$ cat config.mk
export PLATFORM = sky130hd
export DESIGN_NAME = rank_refresh_seq
export DESIGN_NICKNAME = d
export VERILOG_FILES = /design/src/rtl/rfs_pkg.sv /design/src/rtl/rfs_max_tree.sv /design/src/rtl/rfs_due_track.sv /design/src/rtl/rank_refresh_seq.sv
export SDC_FILE = /design/constraint.sdc
export NUM_CORES = 1
export LEC_CHECK = 0
export ABC_AREA = 1
export BUFFER_PORTS_ARGS = -buffer_cell sky130_fd_sc_hd__buf_2
export CORE_ASPECT_RATIO = 1.25
export CORE_MARGIN = 2
export CORE_UTILIZATION = 38
export DETAILED_ROUTE_END_ITERATION = 8
export GPL_ROUTABILITY_DRIVEN = 0
export PLACE_DENSITY = 0.65
export SYNTH_ARGS = -nofsm -noshare
export SYNTH_HDL_FRONTEND = slang
export SYNTH_HIERARCHICAL = 1
export SYNTH_SLANG_ARGS = --single-unit
$ cat constraint.sdc
create_clock -name clk_i -period 3.25 [get_ports clk_i]
set_clock_uncertainty 0.15 [all_clocks]
set_input_delay 0.325 -clock clk_i [delete_from_list [all_inputs] [get_ports clk_i]]
set_output_delay 0.325 -clock clk_i [all_outputs]
set_load 0.01 [all_outputs]
$ cat src/rtl/rfs_pkg.sv
`timescale 1ns/1ps
package rfs_pkg;
  typedef enum logic [2:0] {
    ST_IDLE    = 3'd0,
    ST_DRAIN   = 3'd1,
    ST_PD_EXIT = 3'd2,
    ST_PRE     = 3'd3,
    ST_START   = 3'd4,
    ST_RUN     = 3'd5
  } rfs_state_e;
endpackage

$ cat src/rtl/rfs_max_tree.sv
`timescale 1ns/1ps
// Balanced maximum over N packed W-bit values.
module rfs_max_tree #(
  parameter int unsigned N = 8,
  parameter int unsigned W = 32
) (
  input  logic [N*W-1:0] vals_i,
  output logic [W-1:0]   max_o
);
  localparam int unsigned LVL = (N > 1) ? $clog2(N) : 0;
  localparam int unsigned P   = 1 << LVL;

  logic [W-1:0] node [1:2*P-1];

  for (genvar i = 0; i < P; i++) begin : g_leaf
    if (i < N) begin : g_in
      assign node[P+i] = vals_i[i*W +: W];
    end else begin : g_pad
      assign node[P+i] = '0;
    end
  end

  for (genvar k = 1; k < P; k++) begin : g_node
    assign node[k] = (node[2*k] > node[2*k+1]) ? node[2*k] : node[2*k+1];
  end

  assign max_o = node[1];
endmodule

$ cat src/rtl/rfs_due_track.sv
`timescale 1ns/1ps
// Refresh deadline, early event time and catch-up check.
module rfs_due_track #(
  parameter int unsigned TW     = 32,
  parameter int unsigned T_RP   = 14,
  parameter int unsigned T_REFI = 6240
) (
  input  logic          clk_i,
  input  logic          rst_ni,
  input  logic          adv_i,
  input  logic [TW-1:0] done_at_i,
  output logic [TW-1:0] event_at_o,
  output logic          overrun_o
);
  localparam logic [TW-1:0] REFI_W = TW'(T_REFI);
  localparam logic [TW-1:0] RP_W   = TW'(T_RP);

  logic [TW-1:0] due_q, due_nxt;
  logic          ovr_q;

  assign due_nxt    = due_q + REFI_W;
  assign event_at_o = due_q - RP_W;  // leaves room for a precharge-all
  assign overrun_o  = ovr_q;

  always_ff @(posedge clk_i or negedge rst_ni) begin
    if (!rst_ni) begin
      due_q <= REFI_W;
      ovr_q <= 1'b0;
    end else if (adv_i) begin
      due_q <= due_nxt;
      if (due_nxt < done_at_i) ovr_q <= 1'b1;
    end
  end

  assert_overrun_sticky_R8: assert property (@(posedge clk_i) disable iff (!rst_ni)
    overrun_o |=> overrun_o);
  assert_deadline_moves_R2: assert property (@(posedge clk_i) disable iff (!rst_ni)
    adv_i |=> event_at_o > $past(event_at_o));
endmodule

$ cat src/rtl/rank_refresh_seq.sv
`timescale 1ns/1ps
module rank_refresh_seq
  import rfs_pkg::*;
#(
  parameter int unsigned NB     = 8,
  parameter int unsigned TW     = 32,
  parameter int unsigned T_RP   = 14,
  parameter int unsigned T_RFC  = 280,
  parameter int unsigned T_REFI = 6240,
  parameter int unsigned T_XP   = 8
) (
  input  logic                       clk_i,
  input  logic                       rst_ni,
  input  logic [TW-1:0]              now_i,
  input  logic [$clog2(NB+1)-1:0]    active_banks_i,
  input  logic [NB*TW-1:0]           pre_allowed_at_i,
  input  logic                       busy_i,
  input  logic                       low_power_i,
  output logic                       prea_o,
  output logic [TW-1:0]              prea_at_o,
  output logic                       ref_o,
  output logic [TW-1:0]              ref_at_o,
  output logic                       wake_o,
  output logic [TW-1:0]              wake_at_o,
  output logic [TW-1:0]              act_block_until_o,
  output logic                       done_o,
  output logic                       overrun_o
);
  localparam int unsigned   CW    = $clog2(NB+1);
  localparam logic [TW-1:0] RP_W  = TW'(T_RP);
  localparam logic [TW-1:0] RFC_W = TW'(T_RFC);
  localparam logic [TW-1:0] XP_W  = TW'(T_XP);

  if (!(T_REFI > T_RP && T_REFI > T_RFC)) begin : g_cfg_bad
    $error("refresh interval must exceed both precharge and refresh time");
  end

  rfs_state_e    state_q;
  logic [TW-1:0] wait_q;      // shared deadline: wake end, refresh start, refresh end
  logic [TW-1:0] pre_max, pre_at, ref_end, event_at;
  logic          banks_open, due_hit, start_go, adv;
  logic          prea_q, ref_q, wake_q, done_q;
  logic [TW-1:0] prea_at_q, ref_at_q, wake_at_q, blk_q;

  rfs_max_tree #(.N(NB), .W(TW)) u_max (
    .vals_i (pre_allowed_at_i),
    .max_o  (pre_max)
  );

  rfs_due_track #(.TW(TW), .T_RP(T_RP), .T_REFI(T_REFI)) u_due (
    .clk_i      (clk_i),
    .rst_ni     (rst_ni),
    .adv_i      (adv),
    .done_at_i  (ref_end),
    .event_at_o (event_at),
    .overrun_o  (overrun_o)
  );

  assign banks_open = (active_banks_i != CW'(0));
  assign pre_at     = (pre_max > now_i) ? pre_max : now_i;
  assign ref_end    = now_i + RFC_W;
  assign due_hit    = (now_i >= event_at);
  assign start_go   = (now_i >= wait_q) && !banks_open;
  assign adv        = (state_q == ST_START) && start_go;

  always_ff @(posedge clk_i or negedge rst_ni) begin
    if (!rst_ni) begin
      state_q   <= ST_IDLE;
      wait_q    <= '0;
      prea_q    <= 1'b0;
      prea_at_q <= '0;
      ref_q     <= 1'b0;
      ref_at_q  <= '0;
      wake_q    <= 1'b0;
      wake_at_q <= '0;
      blk_q     <= '0;
      done_q    <= 1'b0;
    end else begin
      prea_q <= 1'b0;
      ref_q  <= 1'b0;
      wake_q <= 1'b0;
      done_q <= 1'b0;
      unique case (state_q)
        ST_IDLE: if (due_hit) state_q <= ST_DRAIN;
        ST_DRAIN: begin
          if (!busy_i) begin
            if (low_power_i) begin
              wake_q    <= 1'b1;
              wake_at_q <= now_i + XP_W;
              wait_q    <= now_i + XP_W;
              state_q   <= ST_PD_EXIT;
            end else begin
              state_q <= ST_PRE;
            end
          end
        end
        ST_PD_EXIT: if (now_i >= wait_q) state_q <= ST_PRE;
        ST_PRE: begin
          if (banks_open) begin
            prea_q    <= 1'b1;
            prea_at_q <= pre_at;
            blk_q     <= pre_at + RP_W;
            wait_q    <= pre_at + RP_W;
          end else begin
            wait_q <= now_i;
          end
          state_q <= ST_START;
        end
        ST_START: begin
          if (start_go) begin
            ref_q    <= 1'b1;
            ref_at_q <= now_i;
            blk_q    <= ref_end;
            wait_q   <= ref_end;
            state_q  <= ST_RUN;
          end
        end
        ST_RUN: begin
          if (now_i >= wait_q) begin
            done_q  <= 1'b1;
            state_q <= ST_IDLE;
          end
        end
        default: state_q <= ST_IDLE;
      endcase
    end
  end

  assign prea_o            = prea_q;
  assign prea_at_o         = prea_at_q;
  assign ref_o             = ref_q;
  assign ref_at_o          = ref_at_q;
  assign wake_o            = wake_q;
  assign wake_at_o         = wake_at_q;
  assign act_block_until_o = blk_q;
  assign done_o            = done_q;

  assert_strobes_excl_R2: assert property (@(posedge clk_i) disable iff (!rst_ni)
    $onehot0({prea_o, ref_o, wake_o, done_o}));
  assert_prea_not_early_R4: assert property (@(posedge clk_i) disable iff (!rst_ni)
    prea_o |-> prea_at_o >= $past(now_i));
  for (genvar g = 0; g < NB; g++) begin : g_pa_chk
    assert_prea_covers_bank_R4: assert property (@(posedge clk_i) disable iff (!rst_ni)
      prea_o |-> prea_at_o >= $past(pre_allowed_at_i[g*TW +: TW]));
  end
  assert_ref_banks_closed_R6: assert property (@(posedge clk_i) disable iff (!rst_ni)
    ref_o |-> $past(active_banks_i) == CW'(0));
  assert_ref_after_block_R6: assert property (@(posedge clk_i) disable iff (!rst_ni)
    ref_o |-> $past(now_i) >= $past(act_block_until_o));
  assert_wake_needs_lp_R7: assert property (@(posedge clk_i) disable iff (!rst_ni)
    wake_o |-> $past(low_power_i));
  assert_done_not_early_R9: assert property (@(posedge clk_i) disable iff (!rst_ni)
    done_o |-> $past(now_i) >= $past(act_block_until_o));
  assert_done_single_R9: assert property (@(posedge clk_i) disable iff (!rst_ni)
    done_o |=> !done_o);
endmodule

==> impl_metrics.env, run 1 <==
export IMPL_grtUsageTotal=0.3353
export IMPL_die_height_um=290.3
export IMPL_min_period_ps=7842
export IMPL_routed_wl_mm=119.0
export IMPL_clkLatencyLatePin_ps=480
export IMPL_critPathMaxStageDelay_ps=320
export IMPL_seq_area_frac_synth=0.1960
export IMPL_seq_area_mm2=0.004885
export IMPL_cp_common_cell="nand2_1"
export IMPL_grt_pass1_wl_mm=172.7
export IMPL_drtIter0Drc=2755
export IMPL_clock_sinks=195
export IMPL_synthFlopType="dfrtp_1"
export IMPL_worstMarginPinSlew_ps=717.2
export IMPL_setup_slack_ps=-4592
export IMPL_cts_root_buf="clkbuf_16"
export IMPL_drive_above_1_share=0.3861
export IMPL_dpl_hpwl_mm=97.18
export IMPL_cts_tree="built"
export IMPL_busiest_layer="met2"
export IMPL_core_area_mm2=0.06467
export IMPL_num_rows=104
export IMPL_multi_input_area_mm2=0.01970
export IMPL_hold_path_class="in2reg"
export IMPL_finalPower_mw=30.93
export IMPL_avgSynthCellArea_um2=6.298
export IMPL_use_met2=0.5839
export IMPL_fin_util=0.6049
export IMPL_drv_slew=0
export IMPL_ir_worst_vdd_uv=599.2
export IMPL_setup_viol=99
export IMPL_grt_ovfl_total=0
export IMPL_grt_pass1_vias=31516
export IMPL_ys_types=59
export IMPL_cts_buffers=17
export IMPL_portBuffers=428
export IMPL_dpl_cell_area_mm2=0.03598
export IMPL_rsz0062_at_grt="yes"
export IMPL_asyncSetResetFlopFracSynth=1.000
export IMPL_max_cap_viol_count=0
export IMPL_finalInstanceArea_mm2=0.03912
export IMPL_ant_nets=0
export IMPL_grt_use_met3=0.05779
export IMPL_slew_headroom=0.5212
export IMPL_synth_seq_cells=195
export IMPL_cts_max_path_buffers=2
export IMPL_finalSetupTns_ps=-402220
export IMPL_synth_cells=3957
export IMPL_initial_core_util=0.3853
export IMPL_htreeDepth=4
export IMPL_synth_edf_count=0
export IMPL_ys_warn_count=6
export IMPL_timing_hold_violations_final=0
export IMPL_violations="setup timing"
export IMPL_die_w_um=233.1
export IMPL_via_per_inst=5.264
export IMPL_first_pass_iters=8
export IMPL_start_kind="input pin"
export IMPL_p_leak_nw=21.60
export IMPL_worstSetupPathType="in2reg"
export IMPL_met1_usage=0.3677
export IMPL_num_fill_cells=5919
export IMPL_critPathArrivalTime_ps=8050
export IMPL_wire_per_inst_um=19.14
export IMPL_timing_fmax_mhz=127.5
export IMPL_path_clk_slew_ps=80
export IMPL_vias=32731
export IMPL_power_density_mw_per_mm2=790.5
export IMPL_drc=0
export IMPL_worst_path_max_fanout=8
export IMPL_ios=429
export IMPL_end_kind="flip-flop"
export IMPL_crit_slowest_cell="ha_1"
export IMPL_area_delta_synth_final_pct=56.99
export IMPL_num_nets_final=6004
export IMPL_layout_worst_path_cycle_share=2.413
export IMPL_dieArea_mm2=0.06766
export IMPL_cp_data_required_time_ps=3460
export IMPL_syn_cell_area_mm2=0.02492
export IMPL_grt_max_degree=63
export IMPL_status="finished with violations"
export IMPL_antenna_found_initial=3
logic make-up after synthesis:
family / share of synthesized area
AOI/OAI and AO/OA: 0.09786
xor gates and xnor gates: 0.02937
adders and majority gates: 0.1762
buffers and inverters: 0.1065
DFF: 0.1960
other: 0.0003014
and+or+nand+nor: 0.3937
cell usage in the layout, fill, tap and decap left out, types with 23 or more instances in the layout:
cell type / Yosys / final
nand3_4: 0 / 29
nor2_4: 8 / 30
inv_1: 480 / 457
nand2_1: 1243 / 1126
o21ai_1: 18 / 44
xor2_1: 77 / 71
dfrtp_1: 191 / 191
ha_1: 351 / 303
o21ai_0: 146 / 103
nand2_2: 32 / 125
a21oi_2: 6 / 23
and2_1: 75 / 48
nor2_1: 274 / 234
buf_12: 1 / 33
nand2_4: 5 / 27
inv_2: 14 / 30
nand3_2: 4 / 58
a21oi_1: 190 / 169
and2_4: 1 / 28
ha_4: 0 / 48
nand4_1: 47 / 47
buf_4: 19 / 1042
nor2_2: 20 / 38
buf_2: 52 / 421
nand3_1: 469 / 386
final timing paths:
kind,endpoint,cells past startpoint,startpoint,slack (ps)
max,wait_q[27]$_DFFE_PN0P_,55,pre_allowed_at_i[89],-4590
min,wake_at_o[3]$_DFFE_PN0P_,3,now_i[3],120
max reg2reg,state_q[2]$_DFFE_PN0P_,21,u_due/due_q[5]$_DFFE_PN1P_,-120
min reg2reg,u_due/overrun_o$_DFFE_PN0P_,2,u_due/overrun_o$_DFFE_PN0P_,310
max in group asynchronous,wait_q[18]$_DFFE_PN0P_,3,rst_ni,1840
min in group asynchronous,wait_q[2]$_DFFE_PN0P_,2,rst_ni,280
per-stage QoR:
stage	cells	setup WS, ps	hold slack [ps]
3_5_place_dp	6136	-5432	215.0
5_1_grt	6217	-4992	110.7
3_3_place_gp	6136	-5351	218.2
6_report	6218	-4592	116.7
4_1_cts	6188	-4257	102.5
2_1_floorplan	3960	-3468	-120.6
Yosys cell counts, drive strengths merged, types with 3 or more instances:
library cell,n,area share
and2,76,0.019
o21ai,172,0.036
nor3,35,0.010
nand2,1280,0.20
o211ai,12,0.0036
clkbuf,57,0.0087
a211oi,8,0.0024
nand3b,10,0.0030
buf,88,0.022
nor2,302,0.050
a21oi,196,0.040
or2,4,0.0010
xor2,80,0.029
a31oi,17,0.0043
inv,494,0.074
clkinv,7,0.0011
a21o,8,0.0024
dfrtp,191,0.19
dfstp,4,0.0042
nand4,51,0.014
ha,351,0.18
nand3,473,0.096
nor4,5,0.0013
o21a,15,0.0045
o22ai,3,0.00075
worst max-delay path, delay by kind of cell:
kind / cells / cell delay, ps
fa+ha+maj: 5 / 1300
simple gates: 30 / 3500
buf+inv: 11 / 1520
compound gates: 9 / 1330
sequential cells by signal, indices dropped and copies added, names as in the netlist:
register,count
act_block_until_o,32
prea_at_o,32
ref_at_o,32
wait_q,32
wake_at_o,32
u_due/due_q,27
state_q,3
done_o,1
prea_o,1
ref_o,1
u_due/overrun_o,1
wake_o,1
final cells by class:
type                    count  area share
repair buffers           1521      0.2804
diodes                      1  0.00006397
well taps                 848     0.02712
inverters                 501     0.04897
clock inverters            14    0.004254
flip-flops and latches    195      0.1249
multi-input cells        3121      0.5034
clock buffers              17     0.01087
layer usage:
layer,part of all wire,wire (µm)
met2,0.47,56440
met5,0.00034,41
met1,0.35,42150
met3,0.081,9695
met4,0.090,10710
repair_timing:
item / CTS / global route
setup endpoints to repair: 99 / 100
pin swaps: 29 / 104
hold buffers: 1 / 0
gates cloned: 6 / 5
setup buffers: 14 / 27
endpoints found under the hold margin: 56 / 0
resized for setup: 144 / 316
where the power goes:
group          internal (mW)  switching (mW)  total [mW]
Clock                   1.10            1.16        2.26
Combinational           10.8            13.8        24.6
Sequential              3.46           0.652        4.11
Total                   15.3            15.6        30.9
No activity file was read; power rests on OpenSTA's default activity.
==> run 2: changes to the inputs <==
--- a/config.mk
+++ b/config.mk
@@ -13,6 +13,7 @@
 export DETAILED_ROUTE_END_ITERATION = 8
 export GPL_ROUTABILITY_DRIVEN = 0
 export PLACE_DENSITY = 0.65
+export SETUP_SLACK_MARGIN = 0.2
 export SYNTH_ARGS = -nofsm -noshare
 export SYNTH_HDL_FRONTEND = slang
 export SYNTH_HIERARCHICAL = 1
==> run 2 against run 1 <==
- the run still ends with setup timing left
- first-iteration DRC count up 0.29%
- via count about the same
- final area down 0.24%
- highest routed layer unchanged
==> impl_metrics.env, run 2 (synthesis results as in run 1) <==
export IMPL_min_to="wake_at_o[3]$_DFFE_PN0P_"
export IMPL_die_w_um=233.1
export IMPL_final_cell_mix="1118 x nand2_1, 1028 x buf_4, 460 x inv_1, 421 x buf_2, 389 x nand3_1"
export IMPL_min_period_ps=7875
export IMPL_p_leak_nw=21.61
export IMPL_drtIter0Drc=2763
export IMPL_whs_path_depth=3
export IMPL_cp_data_required_time_ps=3460
export IMPL_ir_worst_vdd_uv=619.6
export IMPL_portBuffers=428
export IMPL_num_nets_final=6000
export IMPL_crit_buf_inv=11
export IMPL_power_density_mw_per_mm2=787.3
export IMPL_dpl_hpwl_mm=97.18
export IMPL_violations="setup timing"
export IMPL_timing_hold_violations_final=0
export IMPL_drv_slew=0
export IMPL_via_per_inst=5.272
export IMPL_hold_path_class="in2reg"
export IMPL_hold_slack_ps=114.1
export IMPL_dieArea_mm2=0.06766
export IMPL_ant_nets=0
export IMPL_initial_core_util=0.3853
export IMPL_p_sw_mw=15.54
export IMPL_met2_length_mm=56.93
export IMPL_cts_max_path_buffers=2
export IMPL_r2r_start="u_due/due_q[5]$_DFFE_PN1P_"
export IMPL_wire_per_inst_um=19.25
export IMPL_crit_start="pre_allowed_at_i[118]"
export IMPL_grtUsageTotal=0.3350
export IMPL_hp_start="now_i[3]"
export IMPL_drive_above_1_share=0.3840
export IMPL_grt_pass1_vias=31583
export IMPL_rr_endpoint="state_q[2]$_DFFE_PN0P_"
export IMPL_met3WireLength_mm=9.741
export IMPL_layout_commonest_cell="nand2_1"
export IMPL_rsz0062_at_grt="yes"
export IMPL_status="finished with violations"
export IMPL_setup_slack_ps=-4625
export IMPL_timing_fmax_mhz=127.0
export IMPL_r2r_cells=20
export IMPL_combPwrFrac=0.793
export IMPL_cts_root_buf="clkbuf_16"
export IMPL_slew_headroom=0.4967
export IMPL_path_delay_family="simple AND/OR/NAND/NOR gates"
export IMPL_num_fill_cells=5940
export IMPL_area_delta_synth_final_pct=56.62
export IMPL_routed_wl_mm=119.6
export IMPL_fin_util=0.6035
export IMPL_max_cap_viol_count=0
export IMPL_switching_share=0.5057
export IMPL_crit_slowest_cell="ha_1"
export IMPL_start_kind="input pin"
export IMPL_critPathMaxStageDelay_ps=280
export IMPL_wl_met1_mm=42.39
export IMPL_first_pass_iters=8
export IMPL_worst_path_max_fanout=10
export IMPL_grt_max_degree=63
export IMPL_clkPwrFrac=0.074
export IMPL_drc=0
export IMPL_dpl_worst_slack_ps=-5432
export IMPL_grt_pass1_wl_mm=172.5
export IMPL_cp_common_cell="nand2_1"
export IMPL_path_clk_slew_ps=80
export IMPL_vias=32754
export IMPL_antenna_found_initial=3
export IMPL_layout_worst_path_cycle_share=2.423
export IMPL_end_kind="flip-flop"
export IMPL_highest_layer="met5"
export IMPL_num_antenna_cells=0
export IMPL_cts_tree="built"
export IMPL_critPathArrivalTime_ps=8080
export IMPL_r2r_slack_ps=-130
export IMPL_worstSetupPathType="in2reg"
export IMPL_ios=429
export IMPL_core_area_mm2=0.06467
export IMPL_grt_ovfl_total=0
export IMPL_htreeDepth=4
export IMPL_p_int_mw=15.19
export IMPL_clkLatencyLatePin_ps=480
export IMPL_num_rows=104
export IMPL_worstMarginPinSlew_ps=753.9
export IMPL_clock_sinks=195
export IMPL_seqPwrFrac=0.134
export IMPL_die_height_um=290.3
export IMPL_cts_buffers=17
export IMPL_setup_viol=99
[run 2: cell types whose count changed in the layout (fill, tap and decap cells not counted), sizes merged]
cell    change
buf         -6
bufbuf      +1
clkbuf      +1
diode       -1
[run 2: worst register-to-register path, delay by kind of cell, from the launching register on]
kind | cells | cell delay [ps]
buffers and inverters | 5 | 670
DFF | 1 | 370
and+or+nand+nor | 8 | 960
adders and majority gates | 2 | 410
AOI/OAI and AO/OA | 5 | 670
[run 2: worst max path at each step]
stage	endpoint	slack [ps]	cells past startpoint
2_1_floorplan	wait_q[15]$_DFFE_PN0P_	-3470	50
3_3_place_gp	wait_q[13]$_DFFE_PN0P_	-5350	62
3_5_place_dp	wait_q[13]$_DFFE_PN0P_	-5430	58
4_1_cts	wait_q[27]$_DFFE_PN0P_	-4260	51
5_1_grt	wait_q[27]$_DFFE_PN0P_	-5050	59
6_report	act_block_until_o[31]$_DFFE_PN0P_	-4620	55
[run 2: through the flow]
stage	cell area (µm²)	total power, mW	setup TNS [ps]	std cells
floorplan	25450	15.23	-304250	3960
global placement	35980	24.59	-467180	6136
detailed placement	35980	24.91	-475680	6136
CTS	37380	28.39	-373970	6188
global route	39030	32.85	-439630	6213
finish	39030	30.73	-408160	6213
[run 2: routing by layer]
| layer | GRT usage | vias up |
|---|---|---|
| met2 | 0.5831 | 1612 |
| met1 | 0.3663 | 15032 |
| li1 | - | 15621 |
| met3 | 0.05799 | 485 |
| met5 | 0 | - |
| met4 | 0.2340 | 4 |
[run 2: layout make-up]
| class | count | area, µm² | share of cell area |
|---|---|---|---|
| clock buffer | 17 | 425.4 | 0.01090 |
| multi-input combinational | 3121 | 19570 | 0.5013 |
| clock inverter | 14 | 166.4 | 0.004264 |
| inverter | 501 | 1921 | 0.04921 |
| timing repair buffer | 1517 | 11000 | 0.2820 |
| tap | 848 | 1061 | 0.02719 |
| sequential | 195 | 4885 | 0.1252 |
[run 2: power groups by stage]
| stage | sequential, mW | clock [mW] | combinational, mW |
|---|---|---|---|
| 6_report | 4.11 | 2.26 | 24.4 |
| 5_1_grt | 4.21 | 2.37 | 26.3 |
| 4_1_cts | 4.09 | 2.29 | 22.0 |
| 3_5_place_dp | 4.13 | 0 | 20.8 |
| 3_3_place_gp | 4.11 | 0 | 20.5 |
| 2_1_floorplan | 4.32 | 0 | 10.9 |
[run 2: timing repair]
action                                  in CTS  in global routing
setup buffers                               14                 20
cloned                                       6                  5
endpoints found under the setup margin     100                100
pin swaps                                   34                106
endpoints found under the hold margin       56                  0
resized for setup                          149                299
hold buffers                                 1                  0
